===== config.mk =====
export PLATFORM = sky130hd
export DESIGN_NAME = i2c_mem_target
export DESIGN_NICKNAME = d
export VERILOG_FILES = /design/src/rtl/i2c_mem_pkg.sv /design/src/rtl/i2c_tgt_sync.sv /design/src/rtl/i2c_tgt_addr_ctr.sv /design/src/rtl/i2c_mem_target.sv
export SDC_FILE = /design/constraint.sdc
export NUM_CORES = 1
export LEC_CHECK = 0
export CORE_UTILIZATION = 30
export DETAILED_ROUTE_END_ITERATION = 10
export DONT_BUFFER_PORTS = 1
export HOLD_SLACK_MARGIN = 0.15
export PLACE_DENSITY = 0.49
export SYNTH_ARGS = -nofsm -noshare
export SYNTH_HDL_FRONTEND = slang
export SYNTH_SLANG_ARGS = --single-unit

===== constraint.sdc =====
create_clock -name clk -period 2.2 [get_ports clk]
set_input_delay 0.11 -clock clk [delete_from_list [all_inputs] [get_ports clk]]
set_output_delay 0.11 -clock clk [all_outputs]
set_load 0.02 [all_outputs]

===== src/rtl/i2c_mem_pkg.sv =====
package i2c_mem_pkg;

    localparam int ADDR_W       = 12;
    localparam int SYNC_STAGES  = 2;
    localparam logic [3:0] DEV_TYPE = 4'b1010;
    localparam logic [3:0] BIT_ACK  = 4'd8;
    localparam logic [3:0] BIT_END  = 4'd9;

    typedef enum logic [2:0] {
        ST_IDLE,
        ST_HDR,
        ST_ADR_HI,
        ST_ADR_LO,
        ST_WDATA,
        ST_RDATA
    } tgt_state_e;

    typedef struct packed {
        logic scl_rise;
        logic scl_fall;
        logic start;
        logic stop;
        logic sda;
    } bus_ev_t;

    function automatic logic hdr_hit(input logic [7:0] hdr, input logic [2:0] sel);
        return (hdr[7:4] == DEV_TYPE) && (hdr[3:1] == sel);
    endfunction

endpackage


===== src/rtl/i2c_tgt_sync.sv =====
module i2c_tgt_sync
    import i2c_mem_pkg::*;
#(
    parameter int STAGES = SYNC_STAGES
) (
    input  logic    clk,
    input  logic    rst,
    input  logic    scl_i,
    input  logic    sda_i,
    output bus_ev_t ev
);
    logic [STAGES-1:0] scl_pipe, sda_pipe;
    logic scl_q, sda_q;

    generate
        for (genvar g = 0; g < STAGES; g++) begin : g_stage
            always_ff @(posedge clk) begin
                if (rst) begin
                    scl_pipe[g] <= 1'b1;
                    sda_pipe[g] <= 1'b1;
                end else if (g == 0) begin
                    scl_pipe[g] <= scl_i;
                    sda_pipe[g] <= sda_i;
                end else begin
                    scl_pipe[g] <= scl_pipe[(g == 0) ? 0 : g-1];
                    sda_pipe[g] <= sda_pipe[(g == 0) ? 0 : g-1];
                end
            end
        end
    endgenerate

    always_ff @(posedge clk) begin
        if (rst) begin
            scl_q <= 1'b1;
            sda_q <= 1'b1;
        end else begin
            scl_q <= scl_pipe[STAGES-1];
            sda_q <= sda_pipe[STAGES-1];
        end
    end

    always_comb begin
        ev.sda      = sda_pipe[STAGES-1];
        ev.scl_rise = scl_pipe[STAGES-1] & ~scl_q;
        ev.scl_fall = ~scl_pipe[STAGES-1] & scl_q;
        ev.start    = scl_pipe[STAGES-1] & scl_q & sda_q & ~sda_pipe[STAGES-1];
        ev.stop     = scl_pipe[STAGES-1] & scl_q & ~sda_q & sda_pipe[STAGES-1];
    end

endmodule


===== src/rtl/i2c_tgt_addr_ctr.sv =====
module i2c_tgt_addr_ctr #(
    parameter int AW = 12
) (
    input  logic          clk,
    input  logic          rst,
    input  logic          load_hi,
    input  logic          load_lo,
    input  logic          step,
    input  logic [AW-9:0] hi_in,
    input  logic [7:0]    lo_in,
    output logic [AW-1:0] addr
);
    localparam int HI_W = AW - 8;

    logic [HI_W-1:0] hi_q;

    always_ff @(posedge clk) begin
        if (rst) begin
            hi_q <= '0;
            addr <= '0;
        end else begin
            if (load_hi) hi_q <= hi_in;
            if (load_lo)   addr <= {hi_q, lo_in};
            else if (step) addr <= addr + 1'b1;
        end
    end

endmodule


===== src/rtl/i2c_mem_target.sv =====
module i2c_mem_target
    import i2c_mem_pkg::*;
#(
    parameter int AW = i2c_mem_pkg::ADDR_W
) (
    input  logic          clk,
    input  logic          rst,
    input  logic          scl_i,
    input  logic          sda_i,
    output logic          sda_oe,
    input  logic [2:0]    strap,
    input  logic          mem_busy,
    output logic [AW-1:0] rd_addr,
    input  logic [7:0]    rd_data,
    output logic          wr_valid,
    output logic [AW-1:0] wr_addr,
    output logic [7:0]    wr_data,
    output logic          wr_done
);
    localparam int HI_W = AW - 8;

    bus_ev_t    ev;
    tgt_state_e state;
    logic [3:0] bitcnt;
    logic [7:0] rx, tx;
    logic       rw_q, mack, have_data;
    logic       ack_entry, frame_end;
    logic       ld_hi, ld_lo, step;
    logic [AW-1:0] ctr;

    i2c_tgt_sync #(.STAGES(SYNC_STAGES)) u_sync (
        .clk(clk), .rst(rst), .scl_i(scl_i), .sda_i(sda_i), .ev(ev)
    );

    assign ack_entry = ev.scl_fall && (bitcnt == BIT_ACK) && (state != ST_IDLE);
    assign frame_end = ev.scl_fall && (bitcnt == BIT_END) && (state != ST_IDLE);
    assign ld_hi = ack_entry && (state == ST_ADR_HI);
    assign ld_lo = ack_entry && (state == ST_ADR_LO);
    assign step  = (ack_entry && (state == ST_WDATA)) ||
                   (ev.scl_rise && (bitcnt == BIT_ACK) && (state == ST_RDATA));

    i2c_tgt_addr_ctr #(.AW(AW)) u_ctr (
        .clk(clk), .rst(rst), .load_hi(ld_hi), .load_lo(ld_lo), .step(step),
        .hi_in(rx[HI_W-1:0]), .lo_in(rx), .addr(ctr)
    );

    assign rd_addr = ctr;

    always_ff @(posedge clk) begin
        if (rst) begin
            state     <= ST_IDLE;
            bitcnt    <= '0;
            rx        <= '0;
            tx        <= '0;
            rw_q      <= 1'b0;
            mack      <= 1'b0;
            have_data <= 1'b0;
            sda_oe    <= 1'b0;
            wr_valid  <= 1'b0;
            wr_addr   <= '0;
            wr_data   <= '0;
            wr_done   <= 1'b0;
        end else begin
            wr_valid <= 1'b0;
            wr_done  <= 1'b0;
            if (ev.start) begin
                state     <= ST_HDR;
                bitcnt    <= '0;
                sda_oe    <= 1'b0;
                have_data <= 1'b0;
            end else if (ev.stop) begin
                state     <= ST_IDLE;
                sda_oe    <= 1'b0;
                wr_done   <= have_data;
                have_data <= 1'b0;
            end else if (state != ST_IDLE) begin
                if (ev.scl_rise) begin
                    if (bitcnt < BIT_ACK) rx <= {rx[6:0], ev.sda};
                    if (bitcnt == BIT_ACK) mack <= ~ev.sda;
                    if (bitcnt != BIT_END) bitcnt <= bitcnt + 1'b1;
                end else if (ack_entry) begin
                    unique case (state)
                        ST_RDATA: sda_oe <= 1'b0;
                        ST_HDR: begin
                            sda_oe <= hdr_hit(rx, strap) && !mem_busy;
                            rw_q   <= rx[0];
                        end
                        ST_WDATA: begin
                            sda_oe    <= 1'b1;
                            wr_valid  <= 1'b1;
                            wr_addr   <= ctr;
                            wr_data   <= rx;
                            have_data <= 1'b1;
                        end
                        default: sda_oe <= 1'b1;
                    endcase
                end else if (frame_end) begin
                    bitcnt <= '0;
                    sda_oe <= 1'b0;
                    unique case (state)
                        ST_HDR: begin
                            if (!sda_oe) state <= ST_IDLE;
                            else if (rw_q) begin
                                state  <= ST_RDATA;
                                tx     <= rd_data;
                                sda_oe <= ~rd_data[7];
                            end else state <= ST_ADR_HI;
                        end
                        ST_ADR_HI: state <= ST_ADR_LO;
                        ST_ADR_LO: state <= ST_WDATA;
                        ST_RDATA: begin
                            if (mack) begin
                                tx     <= rd_data;
                                sda_oe <= ~rd_data[7];
                            end else state <= ST_IDLE;
                        end
                        default: state <= state;
                    endcase
                end else if (ev.scl_fall && (state == ST_RDATA) &&
                             (bitcnt != 4'd0) && (bitcnt < BIT_ACK)) begin
                    sda_oe <= ~tx[~bitcnt[2:0]];
                end
            end
        end
    end

    AST_IDLE_RELEASED: assert property (@(posedge clk) disable iff (rst)
        (state == ST_IDLE) |-> !sda_oe);
    AST_OE_STEADY_SCL_HIGH: assert property (@(posedge clk) disable iff (rst)
        (!ev.scl_fall && !ev.start && !ev.stop) |=> $stable(sda_oe));
    AST_HDR_ACK_MATCH: assert property (@(posedge clk) disable iff (rst)
        ((state == ST_HDR) && $rose(sda_oe)) |-> (rx[7:4] == DEV_TYPE && rx[3:1] == strap));
    AST_HDR_ACK_NOT_BUSY: assert property (@(posedge clk) disable iff (rst)
        ((state == ST_HDR) && $rose(sda_oe)) |-> !$past(mem_busy));
    AST_WR_IN_SESSION: assert property (@(posedge clk) disable iff (rst)
        wr_valid |-> (state == ST_WDATA));

endmodule


==> results of run 1 <==
-- repair_timing --
action                                  CTS  global route
hold buffers                             12             0
endpoints found under the setup margin    0            26
endpoints found under the hold margin    71             0
buffers inserted                          0             0
gates resized for setup                   0             5
-- path summary, 6_finish.rpt --
| kind | end | slack [ps] | depth (start not counted) |
|---|---|---|---|
| worst max-delay path | u_ctr.addr[8] | 180 | 5 |
| worst min-delay path | u_sync.scl_pipe[0] | 400 | 2 |
| worst max register to register | u_ctr.addr[8] | 180 | 5 |
| worst min register to register | u_sync.ev[0] | 400 | 1 |
-- cell families after synthesis --
kind of cell / count (synthesis) / synth area share [%]
AND/OR/NAND/NOR: 169 / 26.1
XOR/XNOR: 9 / 2.37
buffers and inverters: 28 / 3.50
adder cells (fa/ha/maj): 4 / 1.50
AO/OA/AOI/OAI: 49 / 10.5
multiplexers: 43 / 13.3
flip-flops: 71 / 42.7
-- cells in the mapped netlist, drive strengths merged, types with 2 or more instances --
library cell and n:
a211o 2, a211oi 4, a21oi 16, a22oi 2, a311oi 2, a31oi 2, and2 5, and3 3
buf 9, clkbuf 11, dfxtp 71, ha 4, inv 8, mux2i 41, nand2 14, nand2b 5
nand3 11, nand3b 6, nand4 4, nor2 72, nor2b 6, nor3 13, nor4 10, nor4b 4
o21a 3, o21ai 7, o41ai 2, or2 7, or3 4, xnor2 3, xor2 6
-- state kept, by name (all words and copies together), names as in the netlist, 2 cells and up --
signal           cells
bitcnt               4
rx                   8
state                3
tx                   8
u_ctr.addr          12
u_ctr.hi_q           4
u_sync.scl_pipe      2
wr_addr             12
wr_data              8
-- layer usage --
layer / global-route usage [%] / share of wire [%] / wire length (um)
met2: 25.7 / 47 / 4030
met1: 20.3 / 47 / 3970
met3: 4.60 / 5.3 / 451
met4: 5.87 / 0.63 / 54
met5: 0 / 0 / 0
-- power groups by stage --
stage | Sequential, W | Combinational, W | Clock, W
6_report | 0.00129 | 0.0000741 | 0.00132
3_5_place_dp | 0.00132 | 0.0000341 | 0
2_1_floorplan | 0.00132 | 0.0000423 | 0
3_3_place_gp | 0.00132 | 0.0000344 | 0
5_1_grt | 0.00130 | 0.0000827 | 0.00142
4_1_cts | 0.00129 | 0.0000748 | 0.00136
-- per-stage QoR --
stage	power [W]	util [%]
after floorplan	0.00136	-
after global placement	0.00136	33.2
after detailed placement	0.00136	33.2
after CTS	0.00273	36.8
after global routing	0.00280	36.9
final	0.00269	36.9
-- placed cells by master (no fill, tap or decap), drive strengths merged, types with 4 or more instances in the layout --
master and instances:
nand2 14, nor4 10, xor2 6, or3 4, buf 25, dfxtp 71
nor3 13, a211oi 4, ha 4, mux2i 41, clkbuf 10, and2 5
dlygate4sd3 11, o21ai 7, nand4 4, a21oi 16, or2 7, nand2b 5
nor2 72, nor4b 4, nor2b 6, nand3 11, nand3b 6, inv 9
-- final cells by class --
class | instances | area [sq um] | area share (%)
clock buffer | 10 | 138 | 3.44
clock inverter | 6 | 116 | 2.91
inverter | 8 | 30.0 | 0.750
multi-input combinational | 274 | 1800 | 45.1
sequential | 71 | 1420 | 35.5
tap | 140 | 175 | 4.38
timing repair buffer | 36 | 318 | 7.94
-- critical path, stage by stage, from the launching register on --
cell	delay (ps)
dfxtp_1	440
or3b_4	470
a211o_1	380
nor3_1	180
mux2_2	350
nor3_1	120
==> impl_metrics.env, run 1 <==
export IMPL_drt_first_iter_violations=127
export IMPL_slew_headroom_pct=59.9
export IMPL_dieHeight_um=107
export IMPL_fp_row_count=38
export IMPL_hold_violations=0
export IMPL_max_freq_ghz=0.494
export IMPL_stdcell_area_sq_um=4000
export IMPL_grt_pass1_wl_um=14100
export IMPL_clock_sinks=71
export IMPL_outcome="completed"
export IMPL_hpwl_um=6080
export IMPL_fill_cells=1151
export IMPL_die_width_um=107
export IMPL_cts_tree="built"
export IMPL_path_class="reg2reg"
export IMPL_drcViolationCount=0
export IMPL_layout_min_cycle_time_ps=2020
export IMPL_startpoint="state[0]"
export IMPL_cp_arrival_ps=2300
export IMPL_leakage_nw=1.65
export IMPL_path_clk_slew_ps=90
export IMPL_synth_area_sq_um=3330
export IMPL_routabilityCongestion=0.814
export IMPL_crit_path_end_kind="flip-flop"
export IMPL_combPwrFrac_pct=2.8
export IMPL_dieArea_sq_um=11500
export IMPL_synth_edff_count=0
export IMPL_worst_slew_pin_slew_ps=598
export IMPL_core_area_sq_um=10800
export IMPL_syn_avg_cell_area_sq_um=8.92
export IMPL_slew_violations=0
export IMPL_intPower_w=0.00211
export IMPL_post_route_period_util_pct=92.0
export IMPL_setup_violations=0
export IMPL_yosys_warnings=0
export IMPL_clockBufferDepth=2
export IMPL_synth_nets=393
export IMPL_start_util_pct=30.7
export IMPL_final_cells=545
export IMPL_dp_cells=517
export IMPL_drt_wl_total_um=8510
export IMPL_swShare_pct=21.3
export IMPL_synthToLayoutAreaGrowth_pct=20.3
export IMPL_min_delay_start="scl_i"
export IMPL_final_nets=420
export IMPL_wire_per_inst_um=15.6
export IMPL_synth_seq_cells=71
export IMPL_setup_ws_ps=176
export IMPL_clock_latency_ps=360
export IMPL_cts_root_buf="clkbuf_8"
export IMPL_seq_area_frac_synth_pct=42.7
export IMPL_syn_inst=373
export IMPL_yosysUniqueCellTypes=53
export IMPL_peakVddDrop_mv=0.301
export IMPL_grt_pass1_vias=2794
export IMPL_rsz0062_at_grt="no"
export IMPL_io_buffers=0
export IMPL_htree_levels=3
export IMPL_power_frac_clock_pct=49.1
export IMPL_drt_pass1_iterations=4
export IMPL_drive_gt1_share_pct=15.1
export IMPL_ant_nets=0
export IMPL_overflow=0
export IMPL_cts_made_buffers=9
export IMPL_hp_class="in2reg"
export IMPL_boundaryPins=51
export IMPL_place_ws_ps=76.0
export IMPL_viasPerCell=5.08
export IMPL_crit_required_ps=2480
export IMPL_path_max_fanout=12
export IMPL_drv_cap=0
export IMPL_track_usage_pct=16.0
export IMPL_synth_top_area_cell="dfxtp_1"
export IMPL_synthTopCellsByArea="dfxtp_1, mux2i_1, nor2_1"
export IMPL_clock_skew_final_ps=14.9
export IMPL_antenna_found_initial=0
export IMPL_pwr_density_cell_nw_per_um2=671
export IMPL_diodes=0
export IMPL_yosysTopAreaCellShare_pct=42.7
export IMPL_finalSetupTns_ps=0
export IMPL_r2r_start="state[0]"
export IMPL_async_reset_ff_share_pct=0
export IMPL_p_sw_w=0.000573
export IMPL_grt_max_degree=66
export IMPL_start_kind="flip-flop"
export IMPL_vias=2769
export IMPL_hold_slack_ps=405
export IMPL_p_seq_share_pct=48.2
export IMPL_placed_cell_area_sq_um=3600
export IMPL_synth_flop_cell="dfxtp_1"
(Power assumes the default switching activity.)
==> inputs of run 2 (changes only) <==
Settings changed: GPL_TIMING_DRIVEN set to 0.
==> impl_metrics.env, run 2 (synthesized netlist as in run 1, its figures left out) <==
export IMPL_outcome="completed"
export IMPL_overflow=0
export IMPL_worst_slew_pin_slew_ps=645
export IMPL_min_delay_start="mem_busy"
export IMPL_drcViolationCount=0
export IMPL_rsz0062_at_grt="no"
export IMPL_fill_cells=1164
export IMPL_viasPerCell=5.03
export IMPL_clock_latency_ps=350
export IMPL_wl_met3_um=479
export IMPL_worstHoldPathCells=5
export IMPL_top_signal_layer_used="met4"
export IMPL_rrSetupSlack_ps=80
export IMPL_diodes=0
export IMPL_grt_pass1_vias=2687
export IMPL_wire_per_inst_um=16.2
export IMPL_whs_endpoint="sda_oe"
export IMPL_crit_path_end_kind="flip-flop"
export IMPL_boundaryPins=51
export IMPL_stdcell_area_sq_um=3900
export IMPL_fin_util_pct=36.0
export IMPL_final_nets=416
export IMPL_p_total_w=0.00241
export IMPL_reg_top3="u_ctr.addr x12, wr_addr x12"
export IMPL_pwr_density_cell_nw_per_um2=618
export IMPL_grt_max_degree=12
export IMPL_cp_arrival_ps=2360
export IMPL_routabilityCongestion=0.866
export IMPL_drt_pass1_iterations=4
export IMPL_drt_first_iter_violations=144
export IMPL_met2WireLength_um=4090
export IMPL_hold_violations=0
export IMPL_path_class="reg2reg"
export IMPL_multi_input_area_sq_um=1860
export IMPL_ff_latch_area_sq_um=1420
export IMPL_path_clk_slew_ps=80
export IMPL_cts_root_buf="clkbuf_8"
export IMPL_max_freq_ghz=0.471
export IMPL_slew_violations=0
export IMPL_setup_violations=0
export IMPL_antenna_found_initial=0
export IMPL_vias=2722
export IMPL_io_buffers=0
export IMPL_peakVddDrop_mv=0.324
export IMPL_dieHeight_um=107
export IMPL_cts_tree="built"
export IMPL_start_kind="flip-flop"
export IMPL_placed_cell_area_sq_um=3500
export IMPL_dieArea_sq_um=11500
export IMPL_post_route_period_util_pct=96.5
export IMPL_final_cell_mix="nor2_1, dfxtp_1, mux2i_1"
export IMPL_htree_levels=3
export IMPL_hold_slack_ps=277
export IMPL_drv_cap=0
export IMPL_drive_gt1_share_pct=13.0
export IMPL_path_max_fanout=5
export IMPL_ant_nets=0
export IMPL_setup_ws_ps=78.1
export IMPL_hpwl_um=6320
export IMPL_start_util_pct=30.7
export IMPL_layout_min_cycle_time_ps=2120
export IMPL_clockBufferDepth=2
export IMPL_synthToLayoutAreaGrowth_pct=17.1
export IMPL_slew_headroom_pct=57.0
export IMPL_track_usage_pct=16.2
export IMPL_core_area_sq_um=10800
export IMPL_clock_sinks=71
export IMPL_die_width_um=107
export IMPL_leakage_nw=1.57
export IMPL_reg2reg_depth=5
export IMPL_cts_made_buffers=9
export IMPL_rr_endpoint="sda_oe"
export IMPL_grt_pass1_wl_um=14200
export IMPL_clock_skew_final_ps=9.30
export IMPL_fp_row_count=38
export IMPL_drt_wl_total_um=8770
export IMPL_wl_met1_um=4050
export IMPL_final_common_cell="nor2_1"
export IMPL_crit_required_ps=2440
export IMPL_r2r_start="bitcnt[0]"
export IMPL_place_ws_ps=-336
export IMPL_hp_class="in2reg"
==> run 2: cell types whose count changed in the layout (fill, tap and decap cells not counted), sizes merged <==
| cell | delta |
|---|---|
| inv | -1 |
| bufinv | -2 |
| clkbuf | +10 |
| buf | -12 |
| clkinv | +1 |
==> run 2: worst max-delay path, stage by stage (launching register included) <==
cell	delay [ps]
dfxtp_1	380
buf_2	200
mux4_2	520
a2111oi_2	430
a21oi_1	90
o41ai_1	390
==> run 2: routing by layer <==
metal	GRT usage (%)	up-vias
met3	4.54	12
met5	0	-
li1	-	1362
met2	26.1	56
met1	20.4	1292
met4	6.65	0
==> run 2: per-stage QoR <==
stage               cells  TNS (ps)
finish                541         0
global route          541         0
CTS                   541         0
detailed placement    513     -8810
global placement      513     -8100
floorplan             373         0
==> run 2: final cells by class <==
class                           instances  area share, %
Inverter                                8          0.770
Clock inverter                          4           1.16
Sequential cell                        71           36.5
Timing Repair Buffer                   13           3.21
Tap cell                              140           4.49
Buffer                                 19           2.54
Clock buffer                           12           3.72
Multi-Input combinational cell        274           47.6
==> run 2: how the worst max path moves through the flow <==
stage	startpoint	endpoint	slack, ps
after floorplan	bitcnt[0]	wr_addr[2]	110
after global placement	bitcnt[0]	u_ctr.addr[5]	-310
after detailed placement	bitcnt[0]	wr_data[0]	-340
after CTS	bitcnt[0]	u_ctr.addr[2]	5
after global routing	bitcnt[0]	wr_addr[4]	9
final	bitcnt[0]	sda_oe	80
==> run 2: what timing repair did <==
item	CTS	global route
endpoints found under the hold margin	15	0
gates cloned	0	0
endpoints found under the setup margin	43	30
setup buffers	2	0
hold buffers	11	0
pin swaps	1	0
gates resized for setup	10	13
==> run 2: report_power, final <==
group	switching [W]	internal, W
Clock	0.000488	0.000550
Combinational	0.0000457	0.0000310
Sequential	0.00000463	0.00129
==> inputs of run 3 (changes only) <==
Settings changed: PLACE_DENSITY 0.49 to unset.
==> impl_metrics.env, run 3 (synthesized netlist as in run 1, its figures left out) <==
export IMPL_stdcell_area_sq_um=3910
export IMPL_slew_headroom_pct=52.9
export IMPL_layout_min_cycle_time_ps=2150
export IMPL_drt_pass1_iterations=6
export IMPL_track_usage_pct=16.6
export IMPL_fp_row_count=38
export IMPL_vias=2807
export IMPL_io_buffers=0
export IMPL_outcome="completed"
export IMPL_grt_pass1_wl_um=14500
export IMPL_rrSetupSlack_ps=50
export IMPL_hp_class="in2reg"
export IMPL_start_kind="flip-flop"
export IMPL_clock_skew_final_ps=8.02
export IMPL_setup_ws_ps=52.6
export IMPL_rsz0062_at_grt="yes"
export IMPL_setup_violations=0
export IMPL_crit_required_ps=2430
export IMPL_min_delay_start="rst"
export IMPL_cts_made_buffers=9
export IMPL_routabilityCongestion=0.891
export IMPL_wire_per_inst_um=16.5
export IMPL_path_clk_slew_ps=80
export IMPL_grt_pass1_vias=2791
export IMPL_placed_cell_area_sq_um=3500
export IMPL_max_freq_ghz=0.466
export IMPL_drt_first_iter_violations=206
export IMPL_worstHoldPathCells=4
export IMPL_dieHeight_um=107
export IMPL_reg2reg_depth=5
export IMPL_core_area_sq_um=10800
export IMPL_crit_path_end_kind="flip-flop"
export IMPL_reg_top3="u_ctr.addr x12, wr_addr x12"
export IMPL_htree_levels=3
export IMPL_drt_wl_total_um=8930
export IMPL_diodes=0
export IMPL_synthToLayoutAreaGrowth_pct=17.6
export IMPL_startpoint="bitcnt[0]"
export IMPL_r2r_start="bitcnt[0]"
export IMPL_whs_endpoint="sda_oe"
export IMPL_rr_endpoint="sda_oe"
export IMPL_clock_latency_ps=350
export IMPL_worst_slew_pin_slew_ps=706
export IMPL_dieArea_sq_um=11500
export IMPL_peakVddDrop_mv=0.340
export IMPL_leakage_nw=1.58
export IMPL_final_nets=416
export IMPL_start_util_pct=30.7
export IMPL_antenna_found_initial=0
export IMPL_drive_gt1_share_pct=14.5
export IMPL_path_class="reg2reg"
export IMPL_drv_cap=0
export IMPL_viasPerCell=5.19
export IMPL_clockBufferDepth=2
export IMPL_overflow=0
export IMPL_cp_arrival_ps=2380
export IMPL_cts_root_buf="clkbuf_8"
export IMPL_boundaryPins=51
export IMPL_pwr_density_cell_nw_per_um2=628
export IMPL_hpwl_um=6320
export IMPL_die_width_um=107
export IMPL_fill_cells=1131
export IMPL_cts_tree="built"
export IMPL_grt_max_degree=14
export IMPL_path_max_fanout=5
export IMPL_drcViolationCount=0
export IMPL_place_ws_ps=-303
export IMPL_post_route_period_util_pct=97.6
export IMPL_hold_violations=0
export IMPL_slew_violations=0
export IMPL_ant_nets=0
export IMPL_final_cell_mix="nor2_1, dfxtp_1, mux2i_1"
export IMPL_clock_sinks=71
export IMPL_final_common_cell="nor2_1"
-- run 3: cell count changes in the layout (fill, tap and decap cells not counted), sizes merged --
cell	previous run	this run
buf	13	11
inv	8	9
clkinvlp	0	1
-- run 3: worst max path at each step --
stage | to | cells after the start
2_1_floorplan | wr_addr[2] | 9
3_3_place_gp | wr_data[0] | 9
3_5_place_dp | wr_data[0] | 9
4_1_cts | u_ctr.hi_q[0] | 9
5_1_grt | sda_oe | 5
6_report | sda_oe | 5
-- run 3: area by class of cell --
| class | instances | area [sq um] | share of cell area [%] |
|---|---|---|---|
| multi-input cells | 274 | 1850 | 47.2 |
| flip-flops and latches | 71 | 1430 | 36.4 |
| clock buffers | 10 | 138 | 3.52 |
| inverters | 8 | 30.0 | 0.767 |
| clock inverters | 6 | 68.8 | 1.76 |
| plain buffers | 19 | 106 | 2.72 |
| well taps | 140 | 175 | 4.48 |
| repair buffers | 13 | 125 | 3.20 |
-- run 3: where the power goes --
part | switching, W | internal (W) | leakage, nW
Combinational | 0.0000477 | 0.0000311 | 0.905
Clock | 0.000524 | 0.000561 | 0.103
Sequential | 0.00000435 | 0.00129 | 0.573
Total | 0.000576 | 0.00188 | 1.58
-- run 3: metrics by stage --
step                std cells  hold slack (ps)  util, %  TNS [ps]  total power, W
global route              541              392     36.1      -103         0.00254
CTS                       540              324     35.6         0         0.00247
finish                    541              357     36.1         0         0.00246
floorplan                 373              214        -         0         0.00136
detailed placement        513              217     32.3     -7300         0.00138
global placement          513              217     32.3     -7980         0.00138
-- run 3: worst max-delay path, cell delays in order (launching register included) --
cell and delay [ps]:
dfxtp_1 370, clkbuf_2 210, mux4_2 530, a2111oi_2 420, a21oi_1 120, o41ai_2 390
-- run 3: timing repair --
action | 4_1_cts | 5_1_grt
buffers inserted | 1 | 1
setup endpoints to repair | 42 | 37
endpoints found under the hold margin | 15 | 0
pin swaps | 1 | 0
hold buffers | 11 | 0
resized for setup | 12 | 13
-- run 3: layer usage --
layer	GRT usage, %	part of all wire [%]	vias to the layer above
met1	21.5	47	1344
li1	-	-	1363
met2	25.0	45	83
met3	5.51	6.5	17
met5	0	0	-
met4	7.14	2.2	0
